`config.mk`:
```
export PLATFORM = sky130hd
export DESIGN_NAME = bus_term_ctrl
export DESIGN_NICKNAME = d
export VERILOG_FILES = /design/src/rtl/btc_pkg.sv /design/src/rtl/btc_monitor.sv /design/src/rtl/btc_resolve.sv /design/src/rtl/btc_lanes.sv /design/src/rtl/bus_term_ctrl.sv
export SDC_FILE = /design/constraint.sdc
export NUM_CORES = 1
export LEC_CHECK = 0
export ABC_AREA = 1
export BUFFER_PORTS_ARGS = -buffer_cell sky130_fd_sc_hd__buf_2
export CORE_AREA = 10 10 111 113
export CTS_BUF_LIST = sky130_fd_sc_hd__clkbuf_8 sky130_fd_sc_hd__clkbuf_16
export CTS_CLUSTER_SIZE = 40
export DETAILED_ROUTE_END_ITERATION = 12
export DIE_AREA = 0 0 121 123
export HOLD_SLACK_MARGIN = 0.05
export MAX_ROUTING_LAYER = met4
export PLACE_DENSITY_LB_ADDON = 0.15
export RECOVER_POWER = 100
export SLEW_MARGIN = 5
export SYNTH_ARGS = -nofsm -noshare
export SYNTH_HDL_FRONTEND = slang
export SYNTH_SLANG_ARGS = --single-unit
```
`constraint.sdc`:
```
create_clock -name clk -period 2.7 [get_ports clk]
set_input_delay 0.27 -clock clk [delete_from_list [all_inputs] [get_ports clk]]
set_output_delay 0.27 -clock clk [all_outputs]
set_load 0.1 [all_outputs]
```
`src/rtl/btc_pkg.sv`:
```
package btc_pkg;

    typedef enum logic [1:0] {
        ST_IDLE    = 2'd0,
        ST_ACTIVE  = 2'd1,
        ST_RELEASE = 2'd2,
        ST_REARB   = 2'd3
    } btc_state_e;

    typedef enum logic [1:0] {
        OUT_IDLE  = 2'b00,
        OUT_DONE  = 2'b01,
        OUT_ERR   = 2'b10,
        OUT_RETRY = 2'b11
    } btc_status_e;

    typedef enum logic [1:0] {
        TK_NONE  = 2'd0,
        TK_ACK   = 2'd1,
        TK_RETRY = 2'd2,
        TK_ERR   = 2'd3
    } term_kind_e;

    localparam logic [1:0] SZ_BYTE = 2'b00;
    localparam logic [1:0] SZ_HALF = 2'b01;
    localparam logic [1:0] SZ_WORD = 2'b10;

endpackage

```
`src/rtl/btc_monitor.sv`:
```
module btc_monitor #(
    parameter int TMR_W = 16
) (
    input  logic             clk,
    input  logic             rst_n,
    input  logic             load_i,
    input  logic [TMR_W-1:0] load_val_i,
    input  logic             stop_i,
    output logic             expired_o
);

    logic [TMR_W-1:0] cnt_q;
    logic             run_q;

    // Reload wins over stop so that a beat-to-beat handover restarts the limit.
    always_ff @(posedge clk or negedge rst_n) begin
        if (!rst_n) begin
            cnt_q <= '0;
            run_q <= 1'b0;
        end else if (load_i) begin
            cnt_q <= load_val_i;
            run_q <= 1'b1;
        end else if (stop_i) begin
            run_q <= 1'b0;
        end else if (run_q && (cnt_q != '0)) begin
            cnt_q <= cnt_q - 1'b1;
        end
    end

    assign expired_o = run_q && (cnt_q == '0);

    assert_expire_once_R4: assert property (@(posedge clk) disable iff (!rst_n)
        (expired_o && !load_i) |=> !expired_o);

    assert_no_run_after_stop_R4: assert property (@(posedge clk) disable iff (!rst_n)
        (stop_i && !load_i) |=> !expired_o);

endmodule

```
`src/rtl/btc_resolve.sv`:
```
module btc_resolve
    import btc_pkg::*;
(
    input  logic       active_i,
    input  logic       ta_n_i,
    input  logic       tea_n_i,
    input  logic       retry_i,
    input  logic       expired_i,
    output term_kind_e kind_o
);

    // Priority: error (external or monitor), then retry, then acknowledge.
    always_comb begin
        kind_o = TK_NONE;
        if (active_i) begin
            if (!tea_n_i || expired_i) begin
                kind_o = TK_ERR;
            end else if (retry_i) begin
                kind_o = TK_RETRY;
            end else if (!ta_n_i) begin
                kind_o = TK_ACK;
            end
        end
    end

endmodule

```
`src/rtl/btc_lanes.sv`:
```
module btc_lanes
    import btc_pkg::*;
#(
    parameter  int LANES = 4,
    localparam int OFF_W = $clog2(LANES)
) (
    input  logic             clk,
    input  logic             rst_n,
    input  logic             active_i,
    input  logic [1:0]       size_i,
    input  logic [OFF_W-1:0] offs_i,
    output logic [LANES-1:0] lane_en_o
);

    int first;
    int span;

    always_comb begin
        unique case (size_i)
            SZ_BYTE: begin
                first = int'(offs_i);
                span  = 1;
            end
            SZ_HALF: begin
                first = int'(offs_i) & ~1;
                span  = 2;
            end
            default: begin
                first = 0;
                span  = LANES;
            end
        endcase
    end

    // Lane index LANES-1 carries the lowest byte offset (most significant byte).
    for (genvar i = 0; i < LANES; i++) begin : g_lane
        localparam int POS = LANES - 1 - i;
        assign lane_en_o[i] = active_i && (POS >= first) && (POS < first + span);
    end

    assert_byte_single_lane_R10: assert property (@(posedge clk) disable iff (!rst_n)
        (active_i && size_i == SZ_BYTE) |-> ($countones(lane_en_o) == 1));

    assert_half_two_lanes_R10: assert property (@(posedge clk) disable iff (!rst_n)
        (active_i && size_i == SZ_HALF) |-> ($countones(lane_en_o) == 2));

endmodule

```
`src/rtl/bus_term_ctrl.sv`:
```
module bus_term_ctrl
    import btc_pkg::*;
#(
    parameter  int ADDR_W = 32,
    parameter  int TMR_W  = 16,
    parameter  int LANES  = 4,
    parameter  int BEATS  = 4,
    localparam int BEAT_W = $clog2(BEATS),
    localparam int OFF_W  = $clog2(LANES)
) (
    input  logic              clk,
    input  logic              rst_n,
    input  logic              start_i,
    input  logic              burst_req_i,
    input  logic [1:0]        size_i,
    input  logic [ADDR_W-1:0] addr_i,
    input  logic [TMR_W-1:0]  tmo_load_i,
    input  logic              ta_n_i,
    input  logic              tea_n_i,
    input  logic              retry_i,
    input  logic              bi_n_i,
    input  logic              grant_i,
    output logic              busy_o,
    output logic [ADDR_W-1:0] bus_addr_o,
    output logic [LANES-1:0]  lane_en_o,
    output logic [BEAT_W-1:0] beat_cnt_o,
    output logic              burst_ok_o,
    output logic              tea_drive_o,
    output logic              rearb_req_o,
    output logic [1:0]        status_o
);

    localparam logic [BEAT_W-1:0] LAST_BEAT = BEAT_W'(BEATS - 1);
    localparam logic [ADDR_W-1:0] STEP      = ADDR_W'(LANES);

    btc_state_e        state_q, state_d;
    btc_status_e       status_q, status_d;
    term_kind_e        kind;
    logic [ADDR_W-1:0] addr_q;
    logic [1:0]        size_q;
    logic [TMR_W-1:0]  tmo_q;
    logic [BEAT_W-1:0] beat_q;
    logic              multi_q;
    logic              burst_q;
    logic              pend_q;
    logic              launch;
    logic              expired;
    logic              more;
    logic              active;
    logic [TMR_W-1:0]  load_val;

    assign active   = (state_q == ST_ACTIVE);
    assign more     = multi_q && (beat_q != LAST_BEAT);
    assign load_val = (state_q == ST_IDLE) ? tmo_load_i : tmo_q;

    btc_resolve u_resolve (
        .active_i  (active),
        .ta_n_i    (ta_n_i),
        .tea_n_i   (tea_n_i),
        .retry_i   (retry_i),
        .expired_i (expired),
        .kind_o    (kind)
    );

    btc_monitor #(.TMR_W(TMR_W)) u_monitor (
        .clk        (clk),
        .rst_n      (rst_n),
        .load_i     (launch),
        .load_val_i (load_val),
        .stop_i     (kind != TK_NONE),
        .expired_o  (expired)
    );

    btc_lanes #(.LANES(LANES)) u_lanes (
        .clk       (clk),
        .rst_n     (rst_n),
        .active_i  (active),
        .size_i    (size_q),
        .offs_i    (addr_q[OFF_W-1:0]),
        .lane_en_o (lane_en_o)
    );

    // State register.
    always_ff @(posedge clk or negedge rst_n) begin
        if (!rst_n) begin
            state_q <= ST_IDLE;
        end else begin
            state_q <= state_d;
        end
    end

    // Next state, status and launch decode.
    always_comb begin
        state_d  = state_q;
        status_d = OUT_IDLE;
        launch   = 1'b0;
        unique case (state_q)
            ST_IDLE: begin
                if (start_i) begin                      // LAUNCH
                    state_d = ST_ACTIVE;
                    launch  = 1'b1;
                end
            end
            ST_ACTIVE: begin
                unique case (kind)
                    TK_ERR: begin                       // FINISH (error)
                        state_d  = ST_RELEASE;
                        status_d = OUT_ERR;
                    end
                    TK_RETRY: begin                     // BACKOFF
                        state_d  = ST_REARB;
                        status_d = OUT_RETRY;
                    end
                    TK_ACK: begin
                        if (!more) begin                // FINISH (done)
                            state_d  = ST_RELEASE;
                            status_d = OUT_DONE;
                        end else if (burst_q && bi_n_i) begin
                            launch = 1'b1;              // NEXT_BEAT
                        end else begin
                            state_d = ST_RELEASE;       // SPLIT
                        end
                    end
                    default: ;
                endcase
            end
            ST_RELEASE: begin
                if (ta_n_i) begin
                    if (pend_q) begin                   // REISSUE
                        state_d = ST_ACTIVE;
                        launch  = 1'b1;
                    end else begin                      // QUIET
                        state_d = ST_IDLE;
                    end
                end
            end
            ST_REARB: begin
                if (grant_i) begin                      // REGRANT
                    state_d = ST_ACTIVE;
                    launch  = 1'b1;
                end
            end
            default: state_d = ST_IDLE;
        endcase
    end

    // Transfer context.
    always_ff @(posedge clk or negedge rst_n) begin
        if (!rst_n) begin
            status_q <= OUT_IDLE;
            addr_q   <= '0;
            size_q   <= SZ_WORD;
            tmo_q    <= '0;
            beat_q   <= '0;
            multi_q  <= 1'b0;
            burst_q  <= 1'b0;
            pend_q   <= 1'b0;
        end else begin
            status_q <= status_d;
            if (state_q == ST_IDLE && start_i) begin
                addr_q  <= addr_i;
                size_q  <= size_i;
                tmo_q   <= tmo_load_i;
                beat_q  <= '0;
                multi_q <= burst_req_i && (size_i == SZ_WORD);
                burst_q <= burst_req_i && (size_i == SZ_WORD);
                pend_q  <= 1'b0;
            end else if (active) begin
                if (kind == TK_ERR) begin
                    burst_q <= 1'b0;
                    pend_q  <= 1'b0;
                end else if (kind == TK_ACK) begin
                    if (more) begin
                        beat_q  <= beat_q + 1'b1;
                        addr_q  <= addr_q + STEP;
                        burst_q <= burst_q && bi_n_i;
                        pend_q  <= 1'b1;
                    end else begin
                        burst_q <= 1'b0;
                        pend_q  <= 1'b0;
                    end
                end
            end
        end
    end

    // Outputs.
    always_comb begin
        busy_o      = (state_q != ST_IDLE);
        bus_addr_o  = addr_q;
        beat_cnt_o  = beat_q;
        burst_ok_o  = active && burst_q;
        tea_drive_o = expired;
        rearb_req_o = (state_q == ST_REARB);
        status_o    = status_q;
    end

    assert_status_one_cycle_R2: assert property (@(posedge clk) disable iff (!rst_n)
        (status_o != OUT_IDLE) |=> (status_o == OUT_IDLE));

    assert_error_wins_R3: assert property (@(posedge clk) disable iff (!rst_n)
        (active && !tea_n_i) |=> (status_o == OUT_ERR && lane_en_o == '0));

    assert_rearb_hold_R5: assert property (@(posedge clk) disable iff (!rst_n)
        (rearb_req_o && !grant_i) |=> rearb_req_o);

    assert_narrow_no_burst_R7: assert property (@(posedge clk) disable iff (!rst_n)
        (state_q == ST_IDLE && start_i && size_i != SZ_WORD) |=> !burst_ok_o);

    assert_ack_released_R9: assert property (@(posedge clk) disable iff (!rst_n)
        ($past(state_q) == ST_RELEASE && state_q != ST_RELEASE) |-> $past(ta_n_i));

endmodule

```
==> metrics <==
mean post-synth cell area 6.46 µm²; post-route clock period utilization 96.0%; Routed WL per cell 15.8 µm; GR Overflow Total 0; min setup slack post-route 0.108 ns; Placer Congestion between 1 and 1.5; final worst path period need around 2.6 ns; most common flop cell mapped by yosys dfrtp_1; failing checks capacitance limit, slew limit; total vias in the final route 5909; share of cells above drive strength 1 17.2%; CTS tree built; Die X-Extent ~120 µm; Min-Delay Path Class in -> reg; CP Capture Type flop; post-route insts no fill around 1100; Syn Inst Count 843; Hold Slack 0.107 ns; Pins Over Slew Limit 59; # H-tree levels 3; number of library cell types mapped by synthesis 40; WP data arrival 2.85 ns; initial DRC count 445; Max FO, Critical Path 16; startpoint types flop; P&R area growth vs syn 20.6%; Core Area 0.0101 mm²; I/O Pins 103; CP max stage delay 0.44 ns; clk_lat worst skew 0.37 ns; share of the synthesized area in the top cell type 34.5%; Synth area leaders dfrtp_1 (34%), nand2_1 (21%), nor2_1 (9.5%); Finished Core Util 64.8%; Global Route Usage Sum 23.9%; Max stage delay cell, worst path dfrtp_2; Synth Net Count 917; Crit path buffers/inverters 3; most frequent CP cell nand2_8; critical path class reg -> reg; hold path start addr_i[1]; Chip Height 123 µm; Vias/cell 5.39; number of synthesized register bits 76; number of synthesized flops with an enable pin 0; Worst R2R Start u_monitor.cnt_q[0]$_DFFE_PN0P_; asr flop ratio synth 100%; delay-heaviest family, CP simple AND/OR/NAND/NOR gates; clock sinks 76; Crit Reg-Reg Endpoint u_monitor.cnt_q[7]$_DFFE_PN0P_; Clock Pin Slew Worst Setup and Hold Paths about 0.090 ns; FP Rows 37; placed cells 1074; register area share after synthesis 34.9%; vias in the first global route 5833; Max Cap Viol 1; antenna-violating nets left 0; first-pass GRT wire length 28200 µm; CP required 2.96 ns; status complete, but fails checks; Post-DP HPWL around 13000 µm; final setup vio count 0; worst slew pin tran 1.53 ns; pre-CTS setup slack -0.0253 ns; die area 0.0149 mm²; Worst Hold Depth 3; initial core utilization 53.7%; initial antenna violation count 0; largest net degree at the start of global routing 59; CTS max path bufs 2; Port Buffer Count 102; DRC viols 0; Post-Syn Area 0.00545 mm²; Final Hold Fails 0; R2R setup slack 0.11 ns; DRT Wirelength around 17000 µm; Num CTS Buffers 9; clock tree root buffer cell clkbuf_8; worst reg2reg path depth 18; ANT cells 0; fmax 0.386 GHz; iteration count of the initial detailed-routing pass 5; Final Skew 0.0112 ns; Yosys top cell by area dfrtp_1; Final nets just over 1000; Yosys Warn Count 0; Max-slew headroom -2.31%; worst-path cell chain inv_2 -> ha_2 -> nand2_1 -> nor2_1 -> nand3_2 -> nand3b_1 -> nand2_2 -> inv_1 -> ha_2 -> nand2_4 -> clkinv_4 -> nand3b_4 -> nand2_8 -> nand2_8 -> nand2_8 -> nand2_8 -> nand2_1 -> o21ai_1; WHS Endpoint bus_addr_o[1]$_DFFE_PN0P_
[area by class of cell]
class	count	area [µm²]
Clock buffer	9	124
Clock inverter	7	98.8
Fill cell	958	3570
Inverter	75	294
Multi-Input combinational cell	668	3280
Sequential cell	76	1910
Tap cell	136	170
Timing Repair Buffer	126	693
[worst max path at each step]
| stage | slack (ns) | depth (start not counted) | start | endpoint |
|---|---|---|---|---|
| after floorplan | 0.0002 | 9 | bus_addr_o[0]$_DFFE_PN0P_ | lane_en_o[3] |
| after global placement | 0.13 | 18 | u_monitor.cnt_q[0]$_DFFE_PN0P_ | u_monitor.cnt_q[5]$_DFFE_PN0P_ |
| after detailed placement | -0.03 | 17 | u_monitor.cnt_q[0]$_DFFE_PN0P_ | u_monitor.cnt_q[7]$_DFFE_PN0P_ |
| after CTS | 0.009 | 18 | u_monitor.cnt_q[0]$_DFFE_PN0P_ | u_monitor.cnt_q[7]$_DFFE_PN0P_ |
| after global routing | -0.04 | 18 | u_monitor.cnt_q[0]$_DFFE_PN0P_ | u_monitor.cnt_q[8]$_DFFE_PN0P_ |
| final | 0.11 | 18 | u_monitor.cnt_q[0]$_DFFE_PN0P_ | u_monitor.cnt_q[7]$_DFFE_PN0P_ |
[flip-flops by register name (all words and copies together) (netlist names)]
register and cells:
bus_addr_o 32, u_monitor.run_q 1, pend_q 1, multi_q 1, tmo_q 16, size_q 2
state_q 2, beat_cnt_o 2, burst_q 1, u_monitor.cnt_q 16, status_o 2
[routing by layer]
metal	vias to the layer above	global-route usage [%]	share of wire, %
met5	-	-	0
met4	0	6.71	2.4
met3	36	4.01	5.7
met2	233	41.3	51
met1	2756	28.0	41
li1	2884	-	-
[cells in the mapped netlist (5+ instances only)]
master    number
nor2_2         7
dfrtp_1       75
o21ai_0       45
inv_1         70
nor2_1       138
nand3_1       67
ha_1          15
nand2_4        5
clkbuf_1       7
nand2_2       15
nand2_1      308
a21oi_1        7
nand4_1       11
buf_2         13
nor3_1        12
xor2_1         5
[cell usage in the layout (no fill, tap or decap), drive strengths merged, types with 5 or more instances in the layout]
master / count
inv: 76
clkbuf: 52
nand2: 331
o21ai: 49
a21oi: 7
xor2: 5
dfrtp: 75
nor3: 12
ha: 15
nand3b: 5
nor2: 148
nand4: 11
buf: 82
nand3: 68
[cell families (layout without fill, tap and decap cells)]
family	count (synthesis)	count (layout)	synth area share, %
simple gates	578	580	45.7
buf+inv	101	217	8.16
flops	76	76	34.9
compound gates	64	64	6.25
fa+ha+maj	15	15	3.45
xor+xnor	5	5	0.804
mux	4	4	0.735
[tightest hold or removal path: stages]
cell and delay, ns:
buf_2 0.08, nand2_1 0.04, nand2_1 0.06
[stage by stage]
| step | setup TNS [ns] | cell area, µm² |
|---|---|---|
| floorplan | 0 | 5540 |
| global placement | 0 | 6240 |
| detailed placement | -0.0253 | 6240 |
| CTS | 0 | 6480 |
| global route | -0.399 | 6570 |
| finish | 0 | 6570 |
[repair_timing]
item | CTS | global route
gates resized for setup | 1 | 24
hold buffers | 1 | 0
buffers inserted | 1 | 2
endpoints found under the setup margin | 8 | 49
pin swaps | 1 | 4
endpoints found under the hold margin | 55 | 0
gates cloned | 0 | 3
Power is not shown: default switching activity piles up to over one toggle a cycle in this logic, so the estimate is an artifact.
